$ cat config.mk
export PLATFORM = sky130hd
export DESIGN_NAME = boot_preload
export DESIGN_NICKNAME = d
export VERILOG_FILES = /design/src/rtl/bpl_pkg.sv /design/src/rtl/bpl_spi_seq.sv /design/src/rtl/bpl_byte_asm.sv /design/src/rtl/bpl_copy_ctrl.sv /design/src/rtl/boot_preload.sv
export SDC_FILE = /design/constraint.sdc
export NUM_CORES = 1
export LEC_CHECK = 0
export BUFFER_PORTS_ARGS = -buffer_cell sky130_fd_sc_hd__buf_2
export CORE_ASPECT_RATIO = 1.75
export CORE_MARGIN = 5
export CORE_UTILIZATION = 55
export CTS_CLUSTER_SIZE = 12
export DETAILED_ROUTE_END_ITERATION = 10
export GPL_ROUTABILITY_DRIVEN = 1
export PLACE_DENSITY = 0.75
export SLEW_MARGIN = 20
export SYNTH_ARGS = -nofsm -noshare
export SYNTH_HDL_FRONTEND = slang
export SYNTH_SLANG_ARGS = --single-unit
$ cat constraint.sdc
create_clock -name clk -period 3.2 [get_ports clk]
set_input_delay 0.16 -clock clk [delete_from_list [all_inputs] [get_ports clk]]
set_output_delay 0.16 -clock clk [all_outputs]
set_load 0.03 [all_outputs]
$ cat src/rtl/bpl_pkg.sv
`timescale 1ns/1ps
package bpl_pkg;
   typedef enum logic [1:0] {
      LD_IDLE = 2'd0,
      LD_RUN  = 2'd1,
      LD_FIN  = 2'd2,
      LD_DONE = 2'd3
   } ld_state_t;

   localparam int unsigned BYTE_W = 8;
endpackage

$ cat src/rtl/bpl_spi_seq.sv
`timescale 1ns/1ps
module bpl_spi_seq #(
   parameter int unsigned SCK_HALF = 2,
   parameter int unsigned CMD_LEN  = 10,
   parameter int unsigned CMD_HIGH = 2,
   parameter int unsigned N_BYTES  = 256
) (
   input  logic clk,
   input  logic rst_n,
   input  logic launch,
   input  logic finish,
   output logic sclk,
   output logic cs_n,
   output logic mosi,
   output logic data_tick
);
   localparam int unsigned TOT   = CMD_LEN + 8 * N_BYTES;
   localparam int unsigned BIT_W = $clog2(TOT + 1);
   localparam int unsigned DIV_W = (SCK_HALF > 1) ? $clog2(SCK_HALF) : 1;
   localparam logic [BIT_W-1:0] TOT_C  = BIT_W'(TOT);
   localparam logic [BIT_W-1:0] CMD_C  = BIT_W'(CMD_LEN);
   localparam logic [BIT_W-1:0] HIGH_C = BIT_W'(CMD_HIGH);

   logic [DIV_W-1:0] div_q;
   logic [BIT_W-1:0] bit_q;
   logic             half_end;
   logic             active;

   // Divider: SCK_HALF == 1 needs no counter, every clock ends a half period
   generate
      if (SCK_HALF == 1) begin : g_div_none
         assign half_end = 1'b1;
      end else begin : g_div_cnt
         localparam logic [DIV_W-1:0] DIV_MAX = DIV_W'(SCK_HALF - 1);
         assign half_end = (div_q == DIV_MAX);
      end
   endgenerate

   assign active    = !cs_n && (bit_q < TOT_C);
   assign data_tick = active && half_end && sclk && (bit_q >= CMD_C);

   always_ff @(posedge clk or negedge rst_n) begin
      if (!rst_n) begin
         cs_n  <= 1'b1;
         sclk  <= 1'b0;
         mosi  <= 1'b0;
         div_q <= '0;
         bit_q <= '0;
      end else if (launch) begin
         cs_n  <= 1'b0;
         sclk  <= 1'b0;
         mosi  <= (CMD_HIGH > 0);
         div_q <= '0;
         bit_q <= '0;
      end else if (finish) begin
         cs_n <= 1'b1;
         mosi <= 1'b0;
      end else if (active) begin
         if (half_end) begin
            div_q <= '0;
            sclk  <= ~sclk;
            if (sclk) begin
               bit_q <= bit_q + BIT_W'(1);
               mosi  <= ((bit_q + BIT_W'(1)) < HIGH_C);
            end
         end else begin
            div_q <= div_q + DIV_W'(1);
         end
      end
   end

   p_sclk_idle_r9: assert property (@(posedge clk) disable iff (!rst_n)
      cs_n |-> !sclk);
   p_mosi_low_r3: assert property (@(posedge clk) disable iff (!rst_n)
      (!cs_n && bit_q >= HIGH_C) |-> !mosi);
   p_sclk_stop_r9: assert property (@(posedge clk) disable iff (!rst_n)
      (bit_q == TOT_C) |=> $stable(sclk));
endmodule

$ cat src/rtl/bpl_byte_asm.sv
`timescale 1ns/1ps
module bpl_byte_asm
   import bpl_pkg::*;
#(
   parameter bit MSB_FIRST = 1'b1
) (
   input  logic              clk,
   input  logic              rst_n,
   input  logic              clr,
   input  logic              tick,
   input  logic              miso,
   output logic              byte_vld,
   output logic [BYTE_W-1:0] byte_q
);
   logic [BYTE_W-1:0] sh_q;
   logic [BYTE_W-1:0] sh_nx;
   logic [2:0]        cnt_q;

   generate
      if (MSB_FIRST) begin : g_msb
         assign sh_nx = {sh_q[BYTE_W-2:0], miso};
      end else begin : g_lsb
         assign sh_nx = {miso, sh_q[BYTE_W-1:1]};
      end
   endgenerate

   always_ff @(posedge clk or negedge rst_n) begin
      if (!rst_n) begin
         sh_q     <= '0;
         cnt_q    <= '0;
         byte_vld <= 1'b0;
         byte_q   <= '0;
      end else if (clr) begin
         cnt_q    <= '0;
         byte_vld <= 1'b0;
      end else if (tick) begin
         sh_q     <= sh_nx;
         cnt_q    <= cnt_q + 3'd1;
         byte_vld <= (cnt_q == 3'd7);
         if (cnt_q == 3'd7) byte_q <= sh_nx;
      end else begin
         byte_vld <= 1'b0;
      end
   end

   p_vld_pulse_r4: assert property (@(posedge clk) disable iff (!rst_n)
      byte_vld |=> !byte_vld);
endmodule

$ cat src/rtl/bpl_copy_ctrl.sv
`timescale 1ns/1ps
module bpl_copy_ctrl
   import bpl_pkg::*;
#(
   parameter int unsigned ADDR_W    = 16,
   parameter int unsigned BASE_ADDR = 16'h0400,
   parameter int unsigned N_BYTES   = 256
) (
   input  logic              clk,
   input  logic              rst_n,
   input  logic              start,
   input  logic              byte_vld,
   input  logic [BYTE_W-1:0] byte_in,
   output logic              launch,
   output logic              finish,
   output logic [ADDR_W-1:0] addr,
   output logic [BYTE_W-1:0] data,
   output logic              we,
   output logic              drive,
   output logic              cpu_rst_n,
   output logic              done
);
   localparam logic [ADDR_W-1:0] FIRST_A = ADDR_W'(BASE_ADDR);
   localparam logic [ADDR_W-1:0] LAST_A  = ADDR_W'(BASE_ADDR + N_BYTES - 1);

   ld_state_t         state_q;
   logic [ADDR_W-1:0] addr_q;
   logic [BYTE_W-1:0] data_q;
   logic              we_q;
   logic              drv_q;

   assign launch = (state_q == LD_IDLE) && start;
   assign finish = (state_q == LD_RUN) && we_q && !byte_vld && (addr_q == LAST_A);

   always_ff @(posedge clk or negedge rst_n) begin
      if (!rst_n) begin
         state_q   <= LD_IDLE;
         addr_q    <= '0;
         data_q    <= '0;
         we_q      <= 1'b0;
         drv_q     <= 1'b0;
         cpu_rst_n <= 1'b0;
         done      <= 1'b0;
      end else begin
         case (state_q)
            LD_IDLE: if (start) begin
               state_q <= LD_RUN;
               drv_q   <= 1'b1;
               addr_q  <= FIRST_A;
            end
            LD_RUN: begin
               if (byte_vld) begin
                  we_q   <= 1'b1;
                  data_q <= byte_in;
               end else if (we_q) begin
                  we_q <= 1'b0;
                  if (addr_q == LAST_A) begin
                     state_q <= LD_FIN;
                     drv_q   <= 1'b0;
                  end else begin
                     addr_q <= addr_q + ADDR_W'(1);
                  end
               end
            end
            LD_FIN: begin
               state_q   <= LD_DONE;
               cpu_rst_n <= 1'b1;
               done      <= 1'b1;
            end
            default: state_q <= LD_DONE;
         endcase
      end
   end

   assign addr  = drv_q ? addr_q : '0;
   assign data  = drv_q ? data_q : '0;
   assign we    = drv_q & we_q;
   assign drive = drv_q;

   p_we_pulse_r6: assert property (@(posedge clk) disable iff (!rst_n)
      we_q |=> !we_q);
   p_we_addr_r6: assert property (@(posedge clk) disable iff (!rst_n)
      we_q |-> $stable(addr_q));
   p_we_data_r6: assert property (@(posedge clk) disable iff (!rst_n)
      $fell(we_q) |-> $stable(data_q));
   p_addr_step_r5: assert property (@(posedge clk) disable iff (!rst_n)
      ($fell(we_q) && state_q == LD_RUN) |-> addr_q == $past(addr_q) + ADDR_W'(1));
   p_done_sticky_r8: assert property (@(posedge clk) disable iff (!rst_n)
      done |=> (done && !drv_q));
endmodule

$ cat src/rtl/boot_preload.sv
`timescale 1ns/1ps
module boot_preload
   import bpl_pkg::*;
#(
   parameter int unsigned ADDR_W    = 16,
   parameter int unsigned BASE_ADDR = 16'h0400,
   parameter int unsigned N_BYTES   = 256,
   parameter int unsigned CMD_LEN   = 10,
   parameter int unsigned CMD_HIGH  = 2,
   parameter int unsigned SCK_HALF  = 2,
   parameter bit          MSB_FIRST = 1'b1
) (
   input  logic              clk,
   input  logic              rst_n,
   input  logic              start,
   output logic              spi_sclk,
   output logic              spi_cs_n,
   output logic              spi_mosi,
   input  logic              spi_miso,
   output logic [ADDR_W-1:0] ram_addr,
   output logic [BYTE_W-1:0] ram_data,
   output logic              ram_we,
   output logic              bus_drive,
   output logic              cpu_rst_n,
   output logic              done
);
   if (N_BYTES < 1 || BASE_ADDR + N_BYTES > (1 << ADDR_W)) begin : g_bad_range
      $error("boot_preload: image does not fit the address space");
   end
   if (CMD_HIGH > CMD_LEN) begin : g_bad_cmd
      $error("boot_preload: command prefix longer than command phase");
   end
   if (SCK_HALF < 1) begin : g_bad_div
      $error("boot_preload: SCK_HALF must be at least 1");
   end

   logic              launch;
   logic              finish;
   logic              data_tick;
   logic              byte_vld;
   logic [BYTE_W-1:0] byte_val;

   bpl_spi_seq #(
      .SCK_HALF (SCK_HALF),
      .CMD_LEN  (CMD_LEN),
      .CMD_HIGH (CMD_HIGH),
      .N_BYTES  (N_BYTES)
   ) u_spi (
      .clk       (clk),
      .rst_n     (rst_n),
      .launch    (launch),
      .finish    (finish),
      .sclk      (spi_sclk),
      .cs_n      (spi_cs_n),
      .mosi      (spi_mosi),
      .data_tick (data_tick)
   );

   bpl_byte_asm #(
      .MSB_FIRST (MSB_FIRST)
   ) u_asm (
      .clk      (clk),
      .rst_n    (rst_n),
      .clr      (launch),
      .tick     (data_tick),
      .miso     (spi_miso),
      .byte_vld (byte_vld),
      .byte_q   (byte_val)
   );

   bpl_copy_ctrl #(
      .ADDR_W    (ADDR_W),
      .BASE_ADDR (BASE_ADDR),
      .N_BYTES   (N_BYTES)
   ) u_ctrl (
      .clk       (clk),
      .rst_n     (rst_n),
      .start     (start),
      .byte_vld  (byte_vld),
      .byte_in   (byte_val),
      .launch    (launch),
      .finish    (finish),
      .addr      (ram_addr),
      .data      (ram_data),
      .we        (ram_we),
      .drive     (bus_drive),
      .cpu_rst_n (cpu_rst_n),
      .done      (done)
   );

   p_rst_hold_r1: assert property (@(posedge clk) disable iff (!rst_n)
      bus_drive |-> !cpu_rst_n);
   p_release_r7: assert property (@(posedge clk) disable iff (!rst_n)
      $rose(cpu_rst_n) |-> (spi_cs_n && !bus_drive && $past(spi_cs_n)));
   p_cs_bus_r7: assert property (@(posedge clk) disable iff (!rst_n)
      bus_drive |-> !spi_cs_n);
endmodule

* After elaboration in Yosys (flattened, before gate mapping) *
Cells that the tools add are included.
Widths: inputs -> output; s select.

word-level totals
  register bits = 64
  bits of input ports = 4
  output and inout bits = 31
  logic and storage cells = 107

operators by class
  add/subtract/negate cells = 4
  magnitude comparators = 3
  eq/ne operators = 10
  multiplexer cells = 42
  bitwise gates (word level) = 3
  reductions and logical operators = 30

operators with widths
  cell                   number
  $mux 16                5
  $mux 12                5
  $pmux 16 s2            1
  $mux 1                 22
  $add 16x1->16 const B  1
  $eq 16x11->1 const B   1
  $add 12x1->12 const B  1
  $ge 12x4->1 const B    1
  $lt 12x12->1 const B   1
  $lt 12x2->1 const B    1
  $reduce_bool 2->1      6
  $ne 2x2->1 const B     5
  $reduce_and 5->1       2
  $reduce_and 3->1       3
  $reduce_bool 3->1      3
  $logic_and 1x1->1      8
  $mux 2                 4
  $mux 8                 1
  $reduce_and 4->1       2
  $mux 3                 2
  $reduce_and 2->1       3
  $pmux 2 s2             1
  $add 3x1->3 const B    1
  $eq 3x3->1 const B     1
  other kinds (9)        11

* Longest topological paths before layout *
  word-level depth = 7
  mapped depth = 8
  depth with buffers taken out = 7

* Hierarchy *
Synthesis repeated with hierarchy kept, for this count alone.

unflattened totals
  cell total of the unflattened synthesis = 322
  area total of the unflattened synthesis = 3,449.6 um^2

modules (own cells, without submodules)
  module         times used  cells an instance  area each (um^2)
  bpl_copy_ctrl  1           166                1,622.8
  bpl_spi_seq    1           109                1,031.0
  bpl_byte_asm   1           47                 795.8

* Worst setup path before layout *
No wires, ideal clock.

  kind = flip-flop to flip-flop
  start = reg u_spi.bit_q[7]
  end = reg u_asm.byte_q[0]
  arrival time = 1,900 ps
  required time = 3,072 ps
  setup slack = 1,173 ps
  stages on the path, launching flop included = 8
  period minus slack after synthesis = 2,027 ps
  cells stage by stage = dfrtp_1 -> buf_2 -> nor4_2 -> a31o_2 -> o211ai_4 -> or3b_1 -> buf_2 -> mux2_1

on the way
  longest elaborated chain between the ends = 6
  elaborated cells on any way between the ends = 7

RTL lines
  item                            RTL line            RTL
  from (decl)                     bpl_spi_seq.sv:25   logic [BIT_W-1:0] bit_q;
  from (signal assigned)          bpl_spi_seq.sv:63   bit_q <= bit_q + BIT_W'(1);
  $lt 12x12->1                    bpl_spi_seq.sv:39   assign active = !cs_n && (bit_q < TOT_C);
  $logic_and 1x1->1               bpl_spi_seq.sv:39
  $logic_and 1x1->1 (2 in a row)  bpl_spi_seq.sv:40   assign data_tick = active && half_end && sclk && (bit_q >= CMD_C);
  $logic_and 1x1->1 *             bpl_spi_seq.sv:40
  $reduce_and 3->1 (no line) *    n/a
  to (signal assigned)            bpl_byte_asm.sv:40  if (cnt_q == 3'd7) byte_q <= sh_nx;
  to (decl)                       bpl_byte_asm.sv:13  output logic [BYTE_W-1:0] byte_q

Mark *: on every way between the ends. The rest lies on a longest branch, timed or not.
A chain may end at the register's enable or synchronous reset.

* Worst setup path after layout *
  start = reg u_spi.bit_q[4]
  end = reg u_asm.byte_q[4]

The elaborated chain is that of the path after synthesis.

==> results.cfg <==
[synth]
synth.distinct_cells = 53
synth_ff_type = dfrtp_1
synth_seq_cells = 64
synth_warnings = 0
synthArstFlopShare_pct = 100
avgSynthCellArea_sq_um = 10.0
synth_area_sq_mm = 0.00337
syn-instance-count = 337
syn_nets = 346
synth_edf_count = 0
ys_seq_area_share_pct = 47.5

[power_and_ir_drop]
ir_worst_vdd_mv = 0.430
leakagePower_nw = 1.82
p_per_area_mw_per_mm2 = 651

[setup_path]
r2r-start = u_spi.bit_q[4]
path_depth = 5
r2r_cells = 5
max_stage_delay_ns = 0.58
crit_fanout = 12
crit_path_end_kind = register
crit_chain = nor4_2, a31o_2, o211ai_4, or3b_1, mux2_1
r2r_end = u_asm.byte_q[4]
worstSetupPathType = reg2reg
r2r_slack_ns = 0.81
crit_arrival_ns = 2.62
cp.required_ns = 3.43
path_buf_inv = 0
crit_path_top_delay_cell = or3b_1
critical_path.top_delay_family = simple AND/OR/NAND/NOR gates
start_kind = register

[placement]
place_area_sq_mm = 0.00357
hpwl_mm = 5.05
io_buffers = 34
gp_congestion = 0.891
dp_slack_ns = 0.800
placed_cells = 431

[clocking]
htreeDepth = 3
postCtsSetupBuffers = 0
clk_pin_slew_worst_paths_ns = 0.07
cts_tree = done
cts_sinks = 64
clk_latency_ns = 0.35
numCtsBuffers = 9
cts_resized = 0
root_buffer = clkbuf_8
clockBufferDepth = 2

[sta]
finalHoldViolCount = 0
max-slew-margin-rel_pct = 44.7
tightest_slew_ns = 0.827
finClkSkew_ns = 0.0123
fin_setup_tns_ns = 0
setup_slack_ns = 0.806
report.final.setup_viol = 0
fmax_mhz = 418
period_minus_slack_ns = 2.39
rsz0062_at_grt = false
finalCritPeriodShare_pct = 74.8
slew_violations = 0

[routing]
m1WireLength_mm = 2.88
drc = 0
wl_mm = 7.16
wl_per_cell_microns = 16.0
wl_met2_mm = 3.92
antenna_left = 0
top_layer_used = met4
post_drt_via_cell_ratio = 5.92
vias = 2652
wl_met3_microns = 213
firstDrtPassIters = 4
detail_route.iter0.violations = 114

[final_layout]
n_antenna_cell = 0
finalNonFillerCells = 448
nets = 374
syn2layout_area_growth_pct = 13.5
post-route-util_pct = 64.6
drive_above_1_share_pct = 18.9
final_area_sq_mm = 0.00383

[die]
chipWidth_microns = 69.2
pin_count = 35
start_util_pct = 56.9
core_area_sq_mm = 0.00593
die-area_sq_mm = 0.00786
die_y_microns = 114
placementRows = 37

[run]
maxCapViolations = 0

[global_routing]
grt_usage_pct = 19.7
grt.overflow.total = 0
antenna_found_initial = 0
grt_start_max_net_pins = 50
grt_pass1_wl_mm = 12.4
grt_pass1_vias = 2650

[min_path]
min_to = u_asm.sh_q[0]
hold_path_depth = 2
hp-class = in2reg
min_from = spi_miso

[status]
status = finished clean
-- Yosys cell counts (8+ instances only) --
cell	number	area, sq um
dfrtp_1	63	1580
and2_1	28	175
nand2_1	24	90.1
o21ai_0	22	110
nor2_1	18	67.6
mux2_1	15	169
a21oi_1	12	60.1
a31oi_1	12	75.1
clkbuf_1	11	41.3
or3_1	10	62.6
inv_1	9	33.8
o31ai_1	9	67.6
mux2_2	8	90.1
nand3_1	8	40.0
nand4_1	8	50.1
-- state kept, by name (all words and copies together), names as in the netlist --
register          flops
u_ctrl.addr_q        16
u_ctrl.data_q         8
u_ctrl.drive          1
u_asm.sh_q            7
u_asm.cnt_q           3
u_ctrl.cpu_rst_n      1
u_spi.mosi            1
u_asm.byte_vld        1
u_asm.byte_q          8
u_ctrl.state_q        2
u_ctrl.we_q           1
u_spi.cs_n            1
u_spi.bit_q          12
u_spi.div_q           1
u_spi.sclk            1
-- worst max-delay path by stage --
stage                   endpoint        startpoint  slack, ns
2_1_floorplan    u_asm.byte_q[0]    u_spi.bit_q[7]       1.17
3_3_place_gp     u_asm.byte_q[3]    u_spi.bit_q[4]       0.88
3_5_place_dp     u_asm.byte_q[7]    u_spi.bit_q[4]       0.80
4_1_cts          u_asm.byte_q[4]    u_spi.bit_q[4]       0.82
5_1_grt        u_ctrl.addr_q[13]  u_ctrl.addr_q[8]       0.55
6_report         u_asm.byte_q[4]    u_spi.bit_q[4]       0.81
-- cell families (layout without fill, tap and decap cells) --
kind of cell    Yosys count  after routing  share of synthesized area [%]
compound gates           75             75                           14.3
xor+xnor                  9              9                           2.34
fa+ha+maj                 5              5                           1.86
buf+inv                  31             64                           3.82
flops                    64             64                           47.5
mux                      25             25                           8.27
simple gates            128            128                           21.9
-- per-layer routing --
metal  vias to the layer above  global-route usage, %
li1                       1279                      -
met1                      1326                   22.2
met2                        37                   34.7
met3                        10                   4.32
met4                         0                   10.0
met5                         -                      0
-- cell usage in the layout, fill, tap and decap left out, types with 4 or more instances in the layout --
cell type and count:
a21oi_1 12, a31oi_1 12, and2_1 28, and3_1 4, buf_2 33, buf_4 4
clkbuf_8 10, dfrtp_1 63, ha_1 5, inv_1 9, mux2_1 15, mux2_2 8
nand2_1 24, nand3_1 8, nand4_1 8, nor2_1 18, nor3_1 6, nor4_1 6
o21ai_0 22, o31ai_1 9, or3_1 10, xor2_1 7
-- layout make-up --
type                    instances  area (sq um)
repair buffers                 38           205
clock inverters                 5           104
well taps                      78          97.6
inverters                      10          37.5
fillers                       511          2100
multi-input cells             242          1640
clock buffers                  11           141
flip-flops and latches         64          1600
-- repair_timing --
item | in CTS | in global routing
hold endpoints to repair | 0 | 46
hold buffers | 0 | 1
endpoints found under the setup margin | 0 | 0
-- worst reg2reg max path: stages, from the launching register on --
cell and delay, ns:
dfrtp_1 0.49, nor4_2 0.31, a31o_2 0.37, o211ai_4 0.15, or3b_1 0.58, mux2_1 0.39
-- where the power goes --
group          switching [mW]  internal [mW]
logic                   0.312          0.224
registers               0.153          0.956
clock network           0.309          0.539
-- metrics by stage --
stage	total power, mW	hold slack (ns)
after floorplan	1.50	-0.136
after global placement	1.64	0.396
after detailed placement	1.67	0.401
after CTS	2.51	0.0320
after global routing	2.63	0.0409
final	2.49	0.0458
(Power assumes the default switching activity.)
